===== config.mk =====
export PLATFORM = sky130hd
export DESIGN_NAME = burst_col_gen
export DESIGN_NICKNAME = d
export VERILOG_FILES = /design/src/rtl/colgen_pkg.sv /design/src/rtl/burst_mode_reg.sv /design/src/rtl/burst_seq.sv /design/src/rtl/col_addr_calc.sv /design/src/rtl/burst_col_gen.sv
export SDC_FILE = /design/constraint.sdc
export NUM_CORES = 1
export LEC_CHECK = 0
export ABC_AREA = 1
export BUFFER_PORTS_ARGS = -buffer_cell sky130_fd_sc_hd__buf_2
export CAP_MARGIN = 15
export CORE_MARGIN = 3
export CORE_UTILIZATION = 51
export DETAILED_ROUTE_END_ITERATION = 16
export GPL_ROUTABILITY_DRIVEN = 0
export MAX_ROUTING_LAYER = met4
export PLACE_DENSITY_LB_ADDON = 0.08
export SLEW_MARGIN = 30
export SYNTH_ARGS = -nofsm -noshare
export SYNTH_HDL_FRONTEND = slang
export SYNTH_SLANG_ARGS = --single-unit

===== constraint.sdc =====
create_clock -name clk -period 2 [get_ports clk]
set_clock_uncertainty 0.2 [all_clocks]
set_input_delay 0.2 -clock clk [delete_from_list [all_inputs] [get_ports clk]]
set_output_delay 0.2 -clock clk [all_outputs]
set_load 0.02 [all_outputs]

===== src/rtl/colgen_pkg.sv =====
package colgen_pkg;

  // Burst length codes held in mode bits [2:0]
  typedef enum logic [2:0] {
    BLEN_1    = 3'b000,
    BLEN_2    = 3'b001,
    BLEN_4    = 3'b010,
    BLEN_8    = 3'b011,
    BLEN_PAGE = 3'b111
  } blen_e;

  localparam int MODE_W = 4;

  typedef struct packed {
    logic       ileave;  // 1: interleaved ordering
    logic [2:0] blen;    // burst length code
  } mode_t;

endpackage


===== src/rtl/burst_mode_reg.sv =====
module burst_mode_reg
  import colgen_pkg::*;
#(
  parameter int COL_W = 8
) (
  input  logic                clk,
  input  logic                rst_n,
  input  logic                load_en,
  input  logic [MODE_W-1:0]   mode_in,
  output logic [MODE_W-1:0]   mode_q,
  output logic [COL_W-1:0]    len_mask,
  output logic                fpage,
  output logic                ileave
);

  mode_t mode_r;

  // Burst length minus one, as a mask over the low address bits.
  function automatic logic [COL_W-1:0] code_to_mask(input logic [2:0] code);
    logic [COL_W-1:0] m;
    case (code)
      BLEN_2:    m = COL_W'(1);
      BLEN_4:    m = COL_W'(3);
      BLEN_8:    m = COL_W'(7);
      BLEN_PAGE: m = '1;
      default:   m = '0;   // length 1 and reserved codes
    endcase
    return m;
  endfunction

  always_ff @(posedge clk) begin
    if (!rst_n)       mode_r <= '0;
    else if (load_en) mode_r <= mode_t'(mode_in);
  end

  assign mode_q   = mode_r;
  assign len_mask = code_to_mask(mode_r.blen);
  assign fpage    = (mode_r.blen == BLEN_PAGE);
  assign ileave   = mode_r.ileave;

endmodule


===== src/rtl/burst_seq.sv =====
module burst_seq #(
  parameter int COL_W = 8
) (
  input  logic             clk,
  input  logic             rst_n,
  input  logic             cmd_valid,
  input  logic [COL_W-1:0] cmd_col,
  input  logic             stop,
  input  logic [COL_W-1:0] len_mask,
  input  logic             fpage,
  output logic             active,
  output logic [COL_W-1:0] start_col,
  output logic [COL_W-1:0] beat_cnt,
  output logic             last,
  output logic             ev_restart,
  output logic             ev_stop_cut,
  output logic             ev_natural_end
);

  localparam logic [COL_W-1:0] ONE = COL_W'(1);

  logic             active_r;
  logic [COL_W-1:0] start_r;
  logic [COL_W-1:0] cnt_r;

  assign last = active_r && !fpage && (cnt_r == len_mask);

  assign ev_restart     = cmd_valid && active_r;
  assign ev_stop_cut    = stop && active_r && !cmd_valid;
  assign ev_natural_end = last && !cmd_valid && !stop;

  always_ff @(posedge clk) begin
    if (!rst_n) begin
      active_r <= 1'b0;
      start_r  <= '0;
      cnt_r    <= '0;
    end else if (cmd_valid) begin
      active_r <= 1'b1;
      start_r  <= cmd_col;
      cnt_r    <= '0;
    end else if (active_r) begin
      if (stop || last) active_r <= 1'b0;
      else              cnt_r    <= cnt_r + ONE;   // full page wraps naturally
    end
  end

  assign active    = active_r;
  assign start_col = start_r;
  assign beat_cnt  = cnt_r;

endmodule


===== src/rtl/col_addr_calc.sv =====
module col_addr_calc #(
  parameter int COL_W = 8
) (
  input  logic             active,
  input  logic [COL_W-1:0] start_col,
  input  logic [COL_W-1:0] beat_cnt,
  input  logic [COL_W-1:0] len_mask,
  input  logic             ileave,
  input  logic             fpage,
  output logic [COL_W-1:0] col_addr
);

  // Ascending order wrapping inside the aligned block selected by mask.
  function automatic logic [COL_W-1:0] seq_addr(input logic [COL_W-1:0] s,
                                                input logic [COL_W-1:0] k,
                                                input logic [COL_W-1:0] m);
    logic [COL_W-1:0] sum;
    sum = s + k;
    return (s & ~m) | (sum & m);
  endfunction

  // Start column with the beat index folded into the low bits.
  function automatic logic [COL_W-1:0] xor_addr(input logic [COL_W-1:0] s,
                                                input logic [COL_W-1:0] k,
                                                input logic [COL_W-1:0] m);
    return s ^ (k & m);
  endfunction

  always_comb begin
    if (!active)                col_addr = '0;
    else if (ileave && !fpage)  col_addr = xor_addr(start_col, beat_cnt, len_mask);
    else                        col_addr = seq_addr(start_col, beat_cnt, len_mask);
  end

endmodule


===== src/rtl/burst_col_gen.sv =====
module burst_col_gen
  import colgen_pkg::*;
#(
  parameter int COL_W = 8
) (
  input  logic              clk,
  input  logic              rst_n,
  input  logic              mode_load,
  input  logic [MODE_W-1:0] mode_word,
  input  logic              cmd_valid,
  input  logic [COL_W-1:0]  cmd_col,
  input  logic              stop,
  output logic [COL_W-1:0]  col_addr,
  output logic              beat_valid,
  output logic              beat_last
);

  logic [MODE_W-1:0] mode_q;
  logic [COL_W-1:0]  len_mask;
  logic              fpage;
  logic              ileave;
  logic              active;
  logic [COL_W-1:0]  start_col;
  logic [COL_W-1:0]  beat_cnt;
  logic              last;
  logic              ev_restart;
  logic              ev_stop_cut;
  logic              ev_natural_end;
  logic              mode_accept;

  assign mode_accept = mode_load && !active;

  burst_mode_reg #(.COL_W(COL_W)) u_mode (
    .clk      (clk),
    .rst_n    (rst_n),
    .load_en  (mode_accept),
    .mode_in  (mode_word),
    .mode_q   (mode_q),
    .len_mask (len_mask),
    .fpage    (fpage),
    .ileave   (ileave)
  );

  burst_seq #(.COL_W(COL_W)) u_seq (
    .clk            (clk),
    .rst_n          (rst_n),
    .cmd_valid      (cmd_valid),
    .cmd_col        (cmd_col),
    .stop           (stop),
    .len_mask       (len_mask),
    .fpage          (fpage),
    .active         (active),
    .start_col      (start_col),
    .beat_cnt       (beat_cnt),
    .last           (last),
    .ev_restart     (ev_restart),
    .ev_stop_cut    (ev_stop_cut),
    .ev_natural_end (ev_natural_end)
  );

  col_addr_calc #(.COL_W(COL_W)) u_addr (
    .active    (active),
    .start_col (start_col),
    .beat_cnt  (beat_cnt),
    .len_mask  (len_mask),
    .ileave    (ileave),
    .fpage     (fpage),
    .col_addr  (col_addr)
  );

  assign beat_valid = active;
  assign beat_last  = last;

endmodule


==> results of run 1 <==
## synthesized netlist by cell type (3+ instances only)
library cell | number | share of area (%)
inv_1 | 32 | 7.3
ha_1 | 16 | 12
o21ai_1 | 3 | 0.92
nand2_1 | 49 | 11
nor2_1 | 30 | 6.9
a21oi_1 | 20 | 6.1
xor2_1 | 8 | 4.3
o211ai_1 | 3 | 1.4
dfxtp_1 | 21 | 26
nand3_1 | 21 | 6.4
o21ai_0 | 22 | 6.7
## cells by family after synthesis
family / count (synthesis) / synth area share, %
XOR/XNOR: 10 / 5.36
buffers and inverters: 37 / 8.49
AO/OA/AOI/OAI: 50 / 15.9
adder cells (fa/ha/maj): 17 / 13.5
AND/OR/NAND/NOR: 113 / 31.1
flip-flops: 21 / 25.7
## repair_timing
action,in CTS
endpoints found under the hold margin,12
gates resized for setup,82
pin swaps,37
endpoints found under the setup margin,17
buffers inserted,16
hold buffers,15
## per-stage QoR
stage | instance area (sq um) | utilization [%] | std cells | hold slack [ps] | setup slack [ps]
4_1_cts | 2600 | 89.6 | 373 | 2.82 | -305
3_5_place_dp | 1990 | 68.8 | 338 | 227 | -48.7
3_3_place_gp | 1990 | 68.8 | 338 | 222 | -33.0
2_1_floorplan | 1640 | - | 248 | 132 | 30.1
## per-layer routing
| metal | global-route usage, % | overflow |
|---|---|---|
| met1 | 65.0 | 2 |
| met2 | 95.6 | 87 |
| met3 | 40.6 | 1 |
| met4 | 88.7 | 55 |
| met5 | - | - |
==> metrics.csv, run 1 <==
metric,value,unit
status,aborted with a tool error,
lastStage,global routing,
stop_error,[ERROR GRT-0232] Routing congestion too high. Check the congestion heatmap in the GUI.,
cts_root_buf,clkbuf_4,
grtUsageTotal,72.0,%
repair-timing-grt-worst-ep,col_addr[6],
io_buffers,26,
ios,27,
worstEndpointType,top-level output,
dp.final_hpwl,3210,um
num_rows,19,
avgSynthCellArea,6.59,sq um
syn-instance-count,248,
cts.sinks,21,
grt_max_degree,14,
htreeDepth,1,
synth_seq_cells,21,
synthDistinctLibCells,26,
start_util,56.4,%
ys_warn_count,0,
synth_fp_nets,282,
grt-ovfl-total,145,
seq_area_frac_synth,25.7,%
async_reset_ff_share,0,%
cts_buffer_depth,2,
ys.flop_type,dfxtp_1,
fp.dieW,62.6,um
fp.dieH,62.6,um
synth_edf_count,0,
numCtsBuffers,3,
syn_area,0.00164,sq mm
==> run 2, diff against run 1 <==
Settings changed: CORE_UTILIZATION 51 to 40, MAX_ROUTING_LAYER met4 to default, PLACE_DENSITY_LB_ADDON 0.08 to 0.15.
Clock period 2 ns to 2.6 ns, I/O delays scaled along.
==> run 2 against run 1 <==
  * The run now ends clean
  * Synthesized cell count is the same
  * Synthesized area did not move
==> metrics.csv, run 2 <==
metric,value,unit,change
status,"finished, final reports clean",,was aborted with a tool error
placed_cell_area,0.00183,sq mm,was 0.00199 sq mm
num_rows,22,,was 19
fin_nets,319,,
ys_warn_count,0,,unchanged
ios,27,,unchanged
cap_violations,0,,
fp.dieW,69.9,um,was 62.6 um
vias,1640,,
grt-ovfl-total,0,,
slew_viol_final,0,,
first_global_vias,1515,,
dp.final_hpwl,3110,um,was 3210 um
yosys-top-cells-area,"dfxtp_1 26%, ha_1 12%, nand2_1 11%, inv_1 7.3%, nor2_1 6.9%",,unchanged
synthTopCellsByCount,"49 x nand2_1, 32 x inv_1, 30 x nor2_1",,unchanged
design.die.area,0.00489,sq mm,
wl_per_cell,12.4,um,
crit_arrival,1960,ps,
grt_util_met2,27.5,%,
layout_commonest_cell,nand2_1,,
synth_top_area_cell,dfxtp_1,,unchanged
rsz0062_at_grt,false,,
grt_max_degree,14,,
path_class,reg -> out,,
relSlewSlack,67.5,%,
tritoncts,built,,
yosys.area.top_type_share,25.7,%,unchanged
fin_hold_ws,9.90,ps,
clk_latency,270,ps,
cts_root_buf,clkbuf_8,,was clkbuf_4
path_max_fanout,10,,
coreArea,0.00380,sq mm,
crit_path_cell_trace,nand2_2 > nor2_4 > buf_4 > inv_2 > nand2_1 > o21ai_0 > a31oi_1 > buf_2,,
synth_seq_cells,21,,unchanged
async_reset_ff_share,0,%,unchanged
drt-vias-per-instance,4.94,,
tns,0,ps,
antenna_found_initial,0,,
detail_route.first_pass.iterations,4,,
area_delta_synth_final,19.3,%,
drt_iter0_markers,99,,
mostFrequentLayoutCells,"47 x nand2_1, 32 x inv_1, 29 x nor2_1, 25 x buf_2, 21 x nand3_1",,
num_antenna_cells,0,,
postRouteAntennaNets,0,,
fin_crit_sh,93.2,%,
fin_crit,2420,ps,
hold_path_class,in -> reg,,
avgSynthCellArea,6.59,sq um,unchanged
numCtsBuffers,3,,unchanged
max_stage_delay,380,ps,
gr-usage-met1,24.4,%,
worst_pin_slew,487,ps,
syn-instance-count,248,,unchanged
synth_fp_nets,282,,unchanged
hold_buffers,0,,was 15
cts.sinks,21,,unchanged
power.density,373,mW/mm^2,
fmax,413,MHz,
end_kind,primary output,,
drive_gt1_share,20.4,%,
slowest_stage,dfxtp_1,,
cts_buffer_depth,2,,unchanged
start_kind,flip-flop,,
use_met3,3.45,%,
clk_pin_slew,80,ps,
fin_area,0.00195,sq mm,
finalSetupViolCount,0,,
critPathRequiredTime,2140,ps,
synthDistinctLibCells,26,,unchanged
peakVddDrop,0.232,mV,
htreeDepth,1,,unchanged
start_util,43.1,%,was 56.4%
grtUsageTotal,17.4,%,
drcViolationCount,0,,
hold_viol_final,0,,
syn_area,0.00164,sq mm,unchanged
p_leak,1.03,nW,
fp.dieH,69.9,um,was 62.6 um
io_buffers,26,,unchanged
busiest_layer,met2,,
finalWirelength,4120,um,
synth.most_common_cell,nand2_1,,unchanged
synth_edf_count,0,,unchanged
ys.flop_type,dfxtp_1,,unchanged
grt_pass1_wl,6980,um,
seq_area_frac_synth,25.7,%,unchanged
run 2: worst paths after layout:
| path | from | endpoint | slack (ps) | depth (start not counted) |
|---|---|---|---|---|
| hold / removal | cmd_col[2] | u_seq.start_col[2] | 10 | 3 |
| hold reg to reg | u_seq.start_col[0] | u_seq.start_col[0] | 310 | 2 |
| setup reg to reg | u_mode.mode_q[2] | u_seq.beat_cnt[0] | 540 | 11 |
| setup / recovery | u_mode.mode_q[1] | col_addr[1] | 180 | 8 |
run 2: area by class of cell:
type                            instances  area (sq um)
Clock buffer                            3          41.3
Clock inverter                          1          5.00
Fill cell                             405          1850
Sequential cell                        21           425
Tap cell                               48          60.1
Multi-Input combinational cell        191          1100
Timing Repair Buffer                   33           185
Inverter                               35           131
run 2: timing repair:
| action | 4_1_cts | 5_1_grt |
|---|---|---|
| buffers inserted | 0 | 6 |
| resized for setup | 0 | 14 |
| hold endpoints to repair | 0 | 0 |
| setup endpoints to repair | 0 | 3 |
run 2: logic make-up (layout without fill, tap and decap cells):
family | after synthesis | count (layout) | share of synthesized area (%)
AO/OA/AOI/OAI | 50 | 50 | 15.9
XOR/XNOR | 10 | 10 | 5.36
adder cells (fa/ha/maj) | 17 | 17 | 13.5
buffers and inverters | 37 | 72 | 8.49
flip-flops | 21 | 21 | 25.7
AND/OR/NAND/NOR | 113 | 114 | 31.1
run 2: through the flow:
step	utilization, %	instances	worst slack [ps]	total power (W)
after global placement	48.1	321	353	0.000502
after detailed placement	48.1	321	324	0.000503
after CTS	49.3	325	13.2	0.000724
final	51.4	332	178	0.000727
after global routing	51.4	332	11.2	0.000772
after floorplan	-	248	488	0.000458
run 2: routing by layer:
layer	vias to the layer above	part of all wire [%]
met2	34	45
met3	4	5.1
li1	882	-
met1	720	49
met5	-	0
met4	0	0.70
run 2: report_power, final:
part,leakage [nW],switching [W],internal (W)
Clock,0.0255,0.000117,0.000107
Sequential,0.174,0.0000203,0.000337
Combinational,0.825,0.0000896,0.0000559
Total,1.03,0.000227,0.000500
run 2: worst max-delay path, delay by kind of cell (launching register included):
kind	cells	cell delay, ps
compound gates	2	330
simple gates	3	560
flops	1	380
buf+inv	3	410
No activity file was read; power rests on OpenSTA's default activity.
==> run 3, diff against run 2 <==
Settings changed: RECOVER_POWER from default to 25.
==> run 3 against run 2 <==
  * Combinational power is essentially flat
  * Global-route usage is the same
  * Routed wire length is essentially flat
  * Setup slack is the same
  * Non-clock buffer count is the same
  * Critical endpoint unchanged
  * Die area is the same
==> metrics.csv, run 3 (synthesis gave the netlist of run 2 again) <==
metric,value,unit,change
fmax,413,MHz,unchanged
layout_commonest_cell,nand2_1,,unchanged
p_leak,1.02,nW,was 1.03 nW
fin_nets,319,,unchanged
htreeDepth,1,,unchanged
multiInputGateArea,0.00110,sq mm,unchanged
reg2reg_slack,540,ps,about the same
placed_cell_area,0.00183,sq mm,unchanged
finalSetupViolCount,0,,unchanged
grt_pass1_wl,6980,um,unchanged
fp.dieH,69.9,um,unchanged
finish.utilization,51.3,%,was 51.4%
regArea,425,sq um,unchanged
wl_per_cell,12.4,um,about the same
status,"finished, final reports clean",,unchanged
hold_path_depth,3,,unchanged
io_buffers,26,,unchanged
num_rows,22,,unchanged
critPathRequiredTime,2140,ps,about the same
reg2reg_depth,11,,unchanged
end_kind,primary output,,unchanged
worst_pin_slew,487,ps,unchanged
mostFrequentLayoutCells,"47 x nand2_1, 32 x inv_1, 29 x nor2_1, 24 x buf_2, 21 x nand3_1",,"was 47 x nand2_1, 32 x inv_1, 29 x nor2_1, 25 x buf_2, 21 x nand3_1"
coreArea,0.00380,sq mm,unchanged
fp.dieW,69.9,um,unchanged
tritoncts,built,,unchanged
postRouteAntennaNets,0,,unchanged
finalWirelength,4120,um,about the same
path_class,reg -> out,,unchanged
drcViolationCount,0,,unchanged
detail_route.first_pass.iterations,4,,unchanged
crit_arrival,1960,ps,about the same
fin_crit_sh,93.2,%,unchanged
ios,27,,unchanged
peakVddDrop,0.232,mV,about the same
area_delta_synth_final,19.2,%,was 19.3%
num_antenna_cells,0,,unchanged
clk_pin_slew,80,ps,about the same
dp.final_hpwl,3110,um,unchanged
relSlewSlack,67.5,%,unchanged
stdcell_count,332,,unchanged
fin_crit,2420,ps,unchanged
hold_path_class,in -> reg,,unchanged
cap_violations,0,,unchanged
grt_max_degree,14,,unchanged
vias,1641,,was 1640
hold_viol_final,0,,unchanged
fin_area,0.00195,sq mm,about the same
antenna_found_initial,0,,unchanged
r2r-end,u_seq.beat_cnt[0],,unchanged
fillers,405,,unchanged
first_global_vias,1515,,unchanged
grtUsageTotal,17.4,%,unchanged
design.die.area,0.00489,sq mm,unchanged
drt-vias-per-instance,4.94,,about the same
grt-ovfl-total,0,,unchanged
cts.sinks,21,,unchanged
clk_latency,270,ps,about the same
path_max_fanout,10,,unchanged
drt_iter0_markers,99,,unchanged
tns,0,ps,unchanged
numCtsBuffers,3,,unchanged
reg2reg_from,u_mode.mode_q[2],,unchanged
start_util,43.1,%,unchanged
start_kind,flip-flop,,unchanged
dp.cells,321,,unchanged
holdPathEnd,u_seq.start_col[2],,unchanged
cts_buffer_depth,2,,unchanged
drive_gt1_share,20.1,%,was 20.4%
cts_root_buf,clkbuf_8,,unchanged
slew_viol_final,0,,unchanged
fin_hold_ws,9.80,ps,was 9.90 ps
min_from,cmd_col[2],,unchanged
rsz0062_at_grt,false,,unchanged
power.density,373,mW/mm^2,about the same
-- run 3: cell count changes in the layout (fill, tap and decap cells not counted) --
cell / before / now
buf_2: 25 / 24
clkbuf_1: 0 / 1
-- run 3: how the worst max path moves through the flow --
stage	slack [ps]	startpoint	to
detailed placement	320	u_mode.mode_q[2]	beat_last
CTS	10	u_mode.mode_q[2]	beat_last
finish	180	u_mode.mode_q[1]	col_addr[1]
global route	10	u_mode.mode_q[2]	beat_last
global placement	350	u_mode.mode_q[2]	beat_last
floorplan	490	u_seq.start_col[0]	col_addr[6]
-- run 3: final cells by class --
type	count	area share (%)
clock inverters	1	0.257
well taps	48	3.08
clock buffers	3	2.12
inverters	35	6.74
repair buffers	33	9.44
flip-flops and latches	21	21.8
multi-input cells	191	56.5
-- run 3: worst max-delay path: stages (launching register included) --
cell     delay (ps)
dfxtp_1         380
nand2_2         120
nor2_4          180
buf_4           140
inv_2            80
nand2_1         260
o21ai_0         140
a31oi_1         190
buf_2           190
-- run 3: per-stage QoR --
stage	power, W	setup slack (ps)
after global routing	0.000772	11.2
final	0.000726	178
after detailed placement	0.000503	324
after floorplan	0.000458	488
after global placement	0.000502	353
after CTS	0.000724	13.2
-- run 3: where the power goes --
group / leakage, nW / internal [W] / switching [W] / total (W)
logic: 0.823 / 0.0000556 / 0.0000896 / 0.000145
registers: 0.174 / 0.000337 / 0.0000203 / 0.000357
clock network: 0.0255 / 0.000107 / 0.000117 / 0.000224
-- run 3: metal layers --
metal  up-vias  GRT usage, %  routed length, um
met3         4          3.45                212
met4         0          3.83                 29
met5         -             0                  0
met1       721          24.4               2020
li1        882             -                  -
met2        34          27.5               1860
-- run 3: repair_timing --
action	CTS	global route
endpoints found under the setup margin	0	3
resized for setup	0	14
setup buffers	0	6
hold buffers	0	0
==> run 4, diff against run 3 <==
Settings changed: BUFFER_PORTS_ARGS -buffer_cell sky130_fd_sc_hd__buf_2 to -buffer_cell sky130_fd_sc_hd__buf_4.
Clock period 2.6 ns to 2.3 ns, I/O delays scaled along.
==> run 4 against run 3 <==
  * The flow now finishes with violations (setup timing)
  * Count of clock-buffer cells in the layout stayed put
  * Clock power is 18% higher
  * Sequential power is 14% higher
  * Power is 23% higher
  * Global-route usage is 1.3 points higher
  * Critical path type unchanged
==> metrics.csv, run 4 (synthesis gave the netlist of run 2 again) <==
metric,value,unit,change
grt_max_degree,14,,unchanged
cts_buffer_depth,2,,unchanged
p_comb_share,24.5,%,was 20.0%
finalWirelength,4610,um,was 4120 um
mostFrequentLayoutCells,"44 x nand2_1, 39 x buf_4, 29 x inv_1, 28 x nor2_1",,"was 47 x nand2_1, 32 x inv_1, 29 x nor2_1, 24 x buf_2, 21 x nand3_1"
stdcell_count,351,,was 332
violations,setup timing,,
cts_root_buf,clkbuf_8,,unchanged
slew_viol_final,0,,unchanged
fin_hold_ws,8.84,ps,was 9.80 ps
p_sw_share,31.8,%,was 31.2%
worst_pin_slew,482,ps,was 487 ps
drcViolationCount,0,,unchanged
tritoncts,built,,unchanged
crit_path_cell_trace,ha_4 > fa_2 > nand2_2 > nand2_2 > buf_4 > nand2_4 > a21oi_2 > o21ai_1 > nand3_1 > inv_1 > buf_6,,was nand2_2 > nor2_4 > buf_4 > inv_2 > nand2_1 > o21ai_0 > a31oi_1 > buf_2
power.density,375,mW/mm^2,was 373 mW/mm^2
grt-ovfl-total,0,,unchanged
drt-vias-per-instance,5.09,,was 4.94
area_delta_synth_final,45.6,%,was 19.2%
start_util,43.1,%,unchanged
fin_ws,-45.5,ps,was 178 ps
drive_gt1_share,32.3,%,was 20.1%
p_leak,1.13,nW,was 1.02 nW
postRouteAntennaNets,0,,unchanged
fillers,346,,was 405
p_int,0.000609,W,was 0.000499 W
start_kind,flip-flop,,unchanged
io_buffers,26,,unchanged
fp.dieW,69.9,um,unchanged
clk_latency,270,ps,about the same
drt_iter0_markers,79,,was 99
antenna_found_initial,0,,unchanged
multiInputGateArea,0.00125,sq mm,was 0.00110 sq mm
fin_nets,338,,was 319
htreeDepth,1,,unchanged
end_kind,primary output,,unchanged
p_switching,0.000284,W,was 0.000227 W
crit_path_frequent_cell,nand2_2,,
vias,1787,,was 1641
reg2reg_slack,170,ps,was 540 ps
dp.cells,327,,was 321
crit_arrival,1920,ps,was 1960 ps
ios,27,,unchanged
slowest_stage,fa_2,,was dfxtp_1
fp.dieH,69.9,um,unchanged
cts.sinks,21,,unchanged
design.die.area,0.00489,sq mm,unchanged
critPathRequiredTime,1870,ps,was 2140 ps
detail_route.first_pass.iterations,4,,unchanged
rsz0062_at_grt,true,,was false
crit_family,adder cells,,was simple AND/OR/NAND/NOR gates
fin_crit_sh,102,%,
numCtsBuffers,3,,unchanged
wl_per_cell,13.1,um,was 12.4 um
layout_commonest_cell,nand2_1,,unchanged
path_max_fanout,2,,was 10
num_rows,22,,unchanged
crit_buf_inv,3,,unchanged
relSlewSlack,67.8,%,was 67.5%
fin_crit,2350,ps,
seqPwrFrac,45.7,%,was 49.2%
hold_viol_final,0,,unchanged
grt_pass1_wl,7450,um,was 6980 um
finalPower,0.000892,W,was 0.000726 W
grtUsageTotal,18.7,%,was 17.4%
clk_pin_slew,90,ps,was 80 ps
num_antenna_cells,0,,unchanged
cap_violations,0,,unchanged
dp.final_hpwl,3160,um,was 3110 um
hold_path_class,in -> reg,,unchanged
peakVddDrop,0.307,mV,was 0.232 mV
pre_cts_slack,162,ps,was 324 ps
coreArea,0.00380,sq mm,unchanged
regArea,448,sq um,was 425 sq um
first_global_vias,1595,,was 1515
finalSetupViolCount,3,,was 0
status,"complete, but fails checks",,"was finished, final reports clean"
max_stage_delay,390,ps,was 380 ps
fmax,426,MHz,
path_class,reg -> out,,unchanged
pwr-share-clk,29.7,%,was 30.9%
run 4: what timing repair did:
action	4_1_cts	5_1_grt
hold endpoints to repair	8	0
pin swaps	1	17
endpoints found under the setup margin	6	11
gates resized for setup	9	53
setup buffers	3	9
hold buffers	8	0
run 4: worst reg2reg max path: stages (launching register included):
cell,delay (ps)
dfxtp_2,360
inv_4,50
o21ai_2,150
buf_4,150
inv_4,40
ha_4,220
or2_1,220
nor2_2,150
nand2_4,60
buf_4,170
nand2_8,100
o21ai_1,70
a21oi_1,130
run 4: final timing paths:
| path | start | end | cells past startpoint |
|---|---|---|---|
| worst max-delay path | u_seq.beat_cnt[0] | col_addr[4] | 11 |
| worst max register to register | u_mode.mode_q[2] | u_seq.beat_cnt[5] | 12 |
| worst min register to register | u_seq.beat_cnt[5] | u_seq.beat_cnt[5] | 2 |
| worst min-delay path | mode_word[1] | u_mode.mode_q[1] | 3 |
run 4: through the flow:
step / setup TNS (ps) / util, % / instance area, sq um
after floorplan: 0 / - / 1640
after global placement: 0 / 51.0 / 1940
after detailed placement: 0 / 51.0 / 1940
after CTS: -26.4 / 55.3 / 2100
after global routing: -476 / 62.7 / 2380
final: -85.3 / 62.7 / 2380
run 4: layout make-up:
type | instances | area share, %
multi-input combinational | 190 | 52.7
clock inverter | 1 | 0.315
inverter | 35 | 5.73
sequential | 21 | 18.8
clock buffer | 3 | 1.73
tap | 48 | 2.52
timing repair buffer | 53 | 18.2
run 4: routing by layer:
metal	GRT usage [%]	vias to the layer above	share of wire, %
met2	29.9	48	46
met3	3.02	12	4.5
met1	25.3	804	47
li1	-	923	-
met4	6.81	0	2.8
met5	0	-	0
run 4: power groups by stage:
stage               clock, W  sequential, W  combinational (W)
finish              0.000265       0.000408           0.000219
global route        0.000287       0.000411           0.000245
CTS                 0.000276       0.000403           0.000192
detailed placement         0       0.000412           0.000173
global placement           0       0.000411           0.000172
floorplan                  0       0.000405           0.000113
